--- config.mk ---
export PLATFORM = sky130hd
export DESIGN_NAME = alu_core
export DESIGN_NICKNAME = d
export VERILOG_FILES = /design/src/rtl/alu_pkg.sv /design/src/rtl/alu_addsub.sv /design/src/rtl/alu_logic.sv /design/src/rtl/alu_shifter.sv /design/src/rtl/alu_core.sv
export SDC_FILE = /design/constraint.sdc
export NUM_CORES = 1
export LEC_CHECK = 0
export BUFFER_PORTS_ARGS = -buffer_cell sky130_fd_sc_hd__buf_4
export CORE_MARGIN = 2
export CORE_UTILIZATION = 45
export DETAILED_ROUTE_END_ITERATION = 12
export PLACE_DENSITY = 0.65
export SLEW_MARGIN = 20
export SYNTH_ARGS = -nofsm -noshare
export SYNTH_HDL_FRONTEND = slang
export SYNTH_SLANG_ARGS = --single-unit
--- constraint.sdc ---
create_clock -name vclk -period 14.4
set_input_delay 0.72 -clock vclk [all_inputs]
set_output_delay 0.72 -clock vclk [all_outputs]
set_load 0.1 [all_outputs]
--- src/rtl/alu_pkg.sv ---
package alu_pkg;
  typedef enum logic [1:0] {
    FC_SHIFT = 2'b00,
    FC_SLT   = 2'b01,
    FC_ARITH = 2'b10,
    FC_LOGIC = 2'b11
  } fclass_e;

  typedef enum logic [1:0] {
    LG_AND = 2'b00,
    LG_OR  = 2'b01,
    LG_XOR = 2'b10,
    LG_NOR = 2'b11
  } logic_fn_e;

  typedef enum logic [1:0] {
    SH_NONE = 2'b00,
    SH_LSL  = 2'b01,
    SH_LSR  = 2'b10,
    SH_ASR  = 2'b11
  } shift_fn_e;
endpackage

--- src/rtl/alu_addsub.sv ---
module alu_addsub #(
  parameter int W = 32
) (
  input  logic [W-1:0] a_i,
  input  logic [W-1:0] b_i,
  input  logic         sub_i,
  output logic [W-1:0] sum_o,
  output logic         c_msb_in_o,
  output logic         c_out_o
);
  logic [W-1:0] b_eff;
  logic [W-1:0] low_sum;

  assign b_eff = sub_i ? ~b_i : b_i;

  // split at the msb so both carries around it are visible
  assign low_sum = {1'b0, a_i[W-2:0]} + {1'b0, b_eff[W-2:0]} + {{(W-1){1'b0}}, sub_i};
  assign c_msb_in_o = low_sum[W-1];
  assign {c_out_o, sum_o[W-1]} = {1'b0, a_i[W-1]} + {1'b0, b_eff[W-1]} + {1'b0, c_msb_in_o};
  assign sum_o[W-2:0] = low_sum[W-2:0];
endmodule

--- src/rtl/alu_logic.sv ---
module alu_logic
  import alu_pkg::*;
#(
  parameter int W = 32
) (
  input  logic [W-1:0] a_i,
  input  logic [W-1:0] b_i,
  input  logic [1:0]   fn_i,
  output logic [W-1:0] res_o
);
  always_comb begin
    unique case (logic_fn_e'(fn_i))
      LG_AND:  res_o = a_i & b_i;
      LG_OR:   res_o = a_i | b_i;
      LG_XOR:  res_o = a_i ^ b_i;
      default: res_o = ~(a_i | b_i);
    endcase
  end
endmodule

--- src/rtl/alu_shifter.sv ---
module alu_shifter
  import alu_pkg::*;
#(
  parameter int W   = 32,
  parameter int AMW = $clog2(W)
) (
  input  logic [W-1:0]   data_i,
  input  logic [AMW-1:0] amt_i,
  input  logic [1:0]     fn_i,
  output logic [W-1:0]   data_o
);
  logic [AMW:0][W-1:0] stage;
  shift_fn_e fn;

  assign fn = shift_fn_e'(fn_i);
  assign stage[0] = data_i;

  for (genvar k = 0; k < AMW; k++) begin : g_stage
    localparam int D = 1 << k;
    logic [W-1:0] lsl, lsr, asr;
    assign lsl = {stage[k][W-1-D:0], {D{1'b0}}};
    assign lsr = {{D{1'b0}}, stage[k][W-1:D]};
    assign asr = {{D{stage[k][W-1]}}, stage[k][W-1:D]};
    always_comb begin
      if (!amt_i[k]) stage[k+1] = stage[k];
      else begin
        unique case (fn)
          SH_LSL:  stage[k+1] = lsl;
          SH_LSR:  stage[k+1] = lsr;
          SH_ASR:  stage[k+1] = asr;
          default: stage[k+1] = stage[k];
        endcase
      end
    end
  end

  assign data_o = stage[AMW];
endmodule

--- src/rtl/alu_core.sv ---
module alu_core
  import alu_pkg::*;
#(
  parameter int W   = 32,
  parameter int AMW = $clog2(W)
) (
  input  logic [W-1:0]   x_i,
  input  logic [W-1:0]   y_i,
  input  logic [1:0]     fclass_i,
  input  logic           sub_i,
  input  logic [1:0]     logic_fn_i,
  input  logic [1:0]     shift_fn_i,
  input  logic           amt_var_i,
  input  logic [AMW-1:0] amt_const_i,
  output logic [W-1:0]   result_o,
  output logic           ovfl_o,
  output logic           zero_o
);
  logic [W-1:0]   sum, lg_res, sh_res, slt_res;
  logic           c_msb_in, c_out, add_ovf;
  logic [AMW-1:0] amt;

  alu_addsub #(.W(W)) u_addsub (
    .a_i(x_i), .b_i(y_i), .sub_i(sub_i),
    .sum_o(sum), .c_msb_in_o(c_msb_in), .c_out_o(c_out)
  );

  alu_logic #(.W(W)) u_logic (
    .a_i(x_i), .b_i(y_i), .fn_i(logic_fn_i), .res_o(lg_res)
  );

  assign amt = amt_var_i ? x_i[AMW-1:0] : amt_const_i;

  alu_shifter #(.W(W), .AMW(AMW)) u_shift (
    .data_i(y_i), .amt_i(amt), .fn_i(shift_fn_i), .data_o(sh_res)
  );

  assign add_ovf = c_msb_in ^ c_out;
  // true sign of x-y even when the difference wraps
  assign slt_res = {{(W-1){1'b0}}, sum[W-1] ^ add_ovf};

  always_comb begin
    unique case (fclass_e'(fclass_i))
      FC_SHIFT: result_o = sh_res;
      FC_SLT:   result_o = slt_res;
      FC_ARITH: result_o = sum;
      default:  result_o = lg_res;
    endcase
  end

  assign ovfl_o = (fclass_e'(fclass_i) == FC_ARITH) && add_ovf;
  assign zero_o = ~|result_o;
endmodule

Word-level counts from Yosys, hierarchy flattened
Index checks and enable logic that the tools add are counted.
{"block": "totals", "reg_bits": 0, "in_bits": 77, "out_inout_bits": 34, "word_cells": 37}
{"block": "classes", "n_addsub": 4, "eq_ne": 7, "n_mux": 14, "bitwise": 7, "reduce_logical": 5}
{"operator": "one-hot mux 32 bit (3 select lines)", "count": 7}
{"operator": "two-way mux 32 bit", "count": 6}
{"operator": "NOT 32 bit", "count": 2}
{"operator": "adder 31 x 31 -> 32 bit", "count": 1}
{"operator": "adder 32 x 1 -> 32 bit", "count": 1}
{"operator": "AND 32 bit", "count": 1}
{"operator": "bitwise OR 32 bit", "count": 1}
{"operator": "OR reduction 32 bit", "count": 1}
{"operator": "XOR 32 bit", "count": 1}
{"operator": "equality test 2 bit (second input constant)", "count": 4}
{"operator": "equality test 2 x 1 -> 1 bit (second input constant)", "count": 3}
{"operator": "two-way mux 5 bit", "count": 1}
{"operator": "zero test 2 bit", "count": 2}
{"operator": "adder 1 x 1 -> 2 bit", "count": 1}
{"operator": "adder 2 x 1 -> 2 bit", "count": 1}
{"operator": "XOR 1 bit", "count": 2}
{"operator": "logical AND 1 bit", "count": 1}
{"operator": "zero test 1 bit", "count": 1}

Longest topological paths before layout
{"block": "depth", "ltp_word": 14, "mapped_depth": 26, "ltp_nobuf": 24}

Modules after synthesis
Synthesis repeated with hierarchy kept, for this count alone.
{"block": "unflattened", "cells_unflattened": 1370, "hier_area_um2": 9545.4}
{"mod": "alu_shifter", "instances": 1, "cells_per_inst": 692, "area_each_um2": 4327.9, "seq_area_each_um2": 0.0}
{"mod": "alu_logic", "instances": 1, "cells_per_inst": 306, "area_each_um2": 2242.2, "seq_area_each_um2": 0.0}
{"mod": "alu_addsub", "instances": 1, "cells_per_inst": 278, "area_each_um2": 2088.3, "seq_area_each_um2": 0.0}
{"mod": "alu_core", "instances": 1, "cells_per_inst": 94, "area_each_um2": 887.1, "seq_area_each_um2": 0.0}

Worst setup path before layout
OpenSTA, ideal clock, no wires.
{"block": "synth_path", "path_type": "input port to output port", "startpoint": "input port sub_i", "endpoint": "output port zero_o", "arrival_time_ns": 9.379, "required_time_ns": 13.680, "setup_slack_ns": 4.301, "path_stages": 26, "n_path_buf": 2, "path_cell_list": "clkbuf_1 -> clkbuf_1 -> xor2_1 -> ha_1 -> a21oi_1 -> and2_1 -> o21ai_0 -> o211ai_1 -> o311a_1 -> o21ai_1 -> a31o_2 -> a21oi_1 -> nand2b_1 -> a21boi_0 -> o21a_1 -> nor2_1 -> fa_1 -> a21oi_1 -> a21oi_1 -> a221oi_1 -> o21ai_0 -> nor3_1 -> nand4b_1 -> nor2_1 -> nand4b_1 -> nor4bb_1"}
{"block": "synth_via", "elab_chain_len": 9, "word_cells_on_any_way": 10, "classes_between": "4 x add/sub; 2 x mux; 2 x bitwise; 2 x reduce/logical"}
{"element": "from (decl)", "line_no": "alu_core.sv:10", "text": "input logic sub_i,"}
{"element": "two-way mux 32 bit", "line_no": "alu_addsub.sv:14", "text": "assign b_eff = sub_i ? ~b_i : b_i;"}
{"element": "adder 31 x 31 -> 32 bit", "line_no": "alu_addsub.sv:17", "text": "assign low_sum = {1'b0, a_i[W-2:0]} + {1'b0, b_eff[W-2:0]} + {{(W-1){1'b0}}, sub_i};"}
{"element": "adder 32 x 1 -> 32 bit", "line_no": "alu_addsub.sv:17"}
{"element": "adder 2 x 1 -> 2 bit", "line_no": "alu_addsub.sv:19", "text": "assign {c_out_o, sum_o[W-1]} = {1'b0, a_i[W-1]} + {1'b0, b_eff[W-1]} + {1'b0, c_msb_in_o};"}
{"element": "XOR 1 bit", "line_no": "alu_core.sv:38", "text": "assign add_ovf = c_msb_in ^ c_out;"}
{"element": "XOR 1 bit", "line_no": "alu_core.sv:40", "text": "assign slt_res = {{(W-1){1'b0}}, sum[W-1] ^ add_ovf};"}
{"element": "one-hot mux 32 bit (3 select lines) *", "line_no": "alu_core.sv:43", "text": "unique case (fclass_e'(fclass_i))"}
{"element": "named net result_o[0]", "line_no": "alu_core.sv:15", "text": "output logic [W-1:0] result_o,"}
{"element": "OR reduction 32 bit *", "line_no": "alu_core.sv:52", "text": "assign zero_o = ~|result_o;"}
{"element": "zero test 1 bit *", "line_no": "alu_core.sv:52"}
{"element": "to (decl)", "line_no": "alu_core.sv:17", "text": "output logic zero_o"}
Mark *: on every way through the listed nets, which the timed path passes. The rest lies on a longest branch.

Final worst setup path
{"block": "layout_path", "startpoint": "input port sub_i", "endpoint": "output port zero_o"}
{"block": "layout_via", "elab_chain_len": 9, "word_cells_on_any_way": 10, "classes_between": "4 x add/sub; 2 x mux; 2 x bitwise; 2 x reduce/logical"}
{"element": "two-way mux 32 bit", "line_no": "alu_addsub.sv:14"}
{"element": "adder 31 x 31 -> 32 bit", "line_no": "alu_addsub.sv:17"}
{"element": "adder 32 x 1 -> 32 bit", "line_no": "alu_addsub.sv:17"}
{"element": "adder 2 x 1 -> 2 bit", "line_no": "alu_addsub.sv:19"}
{"element": "XOR 1 bit", "line_no": "alu_core.sv:38"}
{"element": "XOR 1 bit", "line_no": "alu_core.sv:40"}
{"element": "one-hot mux 32 bit (3 select lines) *", "line_no": "alu_core.sv:43"}
{"element": "OR reduction 32 bit *", "line_no": "alu_core.sv:52"}
{"element": "zero test 1 bit *", "line_no": "alu_core.sv:52"}
Every way passes the cells marked *; elsewhere a longest branch is shown, timed or not.

==> results.toml <==
[layout]
clock_buffer_count = 0
layout.area.seq_um2 = 0
insertedDiodeCount = 0
final_net_count = 1375
layout_commonest_cell = "buf_4"
n_sequential_cell = 0
multi_input_logic_area_mm2 = 0.00723
syn_to_final_growth_pct = 9.13
fin_area_mm2 = 0.00869
fillerInstances = 1825
utilization = 0.502
most-common-layout-cells = "120 x buf_4, 103 x o21ai_0, 94 x ha_1"
final_cell_count_no_fill = 1424
drive_gt1_frac = 0.164

[worst_hold_path]
worstHoldPathType = "input port to primary output"

[floorplanning]
floorplan.io_pins = 111
core_area_mm2 = 0.0173
num_rows = 48
initial_core_util = 0.460
die_h_um = 137
dieWidth_um = 137
die-area_mm2 = 0.0188

[global_route]
grt_overflow = 0
initial_antenna_violation_count = 1
grt_start_max_net_pins = 67
grt_first_pass_wirelength_um = 56400
grt_pass1_vias = 8917
grtUsageTotal = 0.396

[synth]
post_synthesis_net_count = 1330
syn_area_per_cell_um2 = 6.89
post_synth_num_cell_types = 97
yosys_warnings = 0
synth.cell_area_mm2 = 0.00796
sequential_area_share_after_synthesis = 0
gate_count_after_technology_mapping = 1156

[timing]
finalMaxSlewViolations = 0
finalHoldWorstSlack_ns = 2.16
fin_crit_share = 0.502
postLayoutSetupSlackWorst_ns = 7.17
relSlewSlack = 0.202
tightest_slew_ns = 1.19
max_freq_ghz = 0.138
rsz_0062_raised_after_global_routing = "no"
setup-violations-final = 0
final_period_minus_worst_setup_slack_ns = 7.23
final_hold_viol_count = 0
finalSetupTns_ns = 0

[critical_path]
criticalPathCategory = "input port to primary output"
setup.worst_path.end_class = "primary output"
timing.critical_path.from = "sub_i"
crit_required_ns = 13.68
crit_arrival_ns = 6.51
crit_path_end = "zero_o"
start_kind = "input port"
critical_path.max_fanout = 32

[outcome]
status = "finished clean"

[drt]
vias_per_cell = 6.98
ant_nets = 0
via_count = 9935
finalWirelength_um = 38000
detail_route.drc_violations = 0
firstDrtPassIters = 6
iter_0_drt_violations = 1466
wl_per_cell_um = 26.7

[placement]
placement.setup.worst_slack_ns = 7.31
dp_cells = 1424
post_dp_cell_area_mm2 = 0.00868
numPortBuffers = 111
hpwlAfterDp_um = 29600
place_congestion = 1.03

[clock_tree]
cts.hold.buffers_added = 0
cts_setup_buffers = 0
cts_resized = 0

[pwr]
peakVddDrop_v = 0.0000765
total_leakage_power_nw = 3.66
power-per-cell-area_mw_per_mm2 = 67.7
p_total_uw = 588

[job]
cap_violations = 0
## Yosys cell counts, drive strengths merged (15+ instances only)
cell type,count,area share
a211oi,29,0.029
a21oi,85,0.058
a22oi,30,0.029
a31oi,15,0.012
buf,33,0.028
clkbuf,42,0.027
ha,94,0.15
inv,74,0.035
mux2,16,0.024
mux2i,23,0.034
nand2,85,0.045
nand2b,20,0.016
nor2,80,0.040
nor3,32,0.023
nor4,15,0.012
o211ai,26,0.025
o21ai,114,0.072
o221ai,16,0.018
o22ai,75,0.061
or3b,21,0.023
xnor2,24,0.026
xor2,59,0.065
## worst min path at each step
| stage | start | to | depth (start not counted) |
|---|---|---|---|
| floorplan | fclass_i[1] | result_o[22] | 4 |
| global placement | fclass_i[1] | result_o[31] | 4 |
| detailed placement | fclass_i[1] | result_o[31] | 4 |
| CTS | fclass_i[1] | result_o[31] | 4 |
| global route | fclass_i[1] | result_o[31] | 4 |
| finish | fclass_i[1] | result_o[31] | 4 |
## power by group
part / switching (mW) / internal [mW] / total, mW
Combinational: 0.418 / 0.170 / 0.588
Sequential: 0 / 0 / 0
Clock: 0 / 0 / 0
## final cells by class
type                       instances  area share
timing repair buffer             120       0.104
tap                              225      0.0324
inverter                          74      0.0320
multi-input combinational       1005       0.832
## routing by layer
layer | GRT usage | routed length, µm | vias up
li1 | - | - | 4458
met5 | 0 | 0 | -
met3 | 0.0600 | 4120 | 126
met4 | 0.171 | 2210 | 0
met2 | 0.609 | 16100 | 681
met1 | 0.546 | 15600 | 4670
## cell families after synthesis
family | Yosys count | share of synthesized area
AOI/OAI and AO/OA | 463 | 0.383
and+or+nand+nor | 323 | 0.220
buffers and inverters | 151 | 0.0929
adders and majority gates | 97 | 0.155
xor gates and xnor gates | 83 | 0.0913
muxes | 39 | 0.0581
## critical path: stages
cell      delay, ns
buf_4          0.45
xor2_1         0.14
ha_1           0.42
a21oi_1        0.11
and2_1         0.17
o21ai_0        0.07
o211ai_1       0.21
o311a_1        0.38
o21ai_1        0.46
a31o_2         0.28
a21oi_1        0.08
nand2b_1       0.14
a21boi_0       0.34
o21a_1         0.16
nor2_1         0.07
fa_1           0.40
a21oi_1        0.13
a21oi_1        0.07
a221oi_1       0.23
o21ai_0        0.20
nor3_1         0.22
nand4b_1       0.13
nor2_1         0.12
nand4b_1       0.13
nor4bb_1       0.30
buf_4          0.34
No activity file was read; power rests on OpenSTA's default activity.
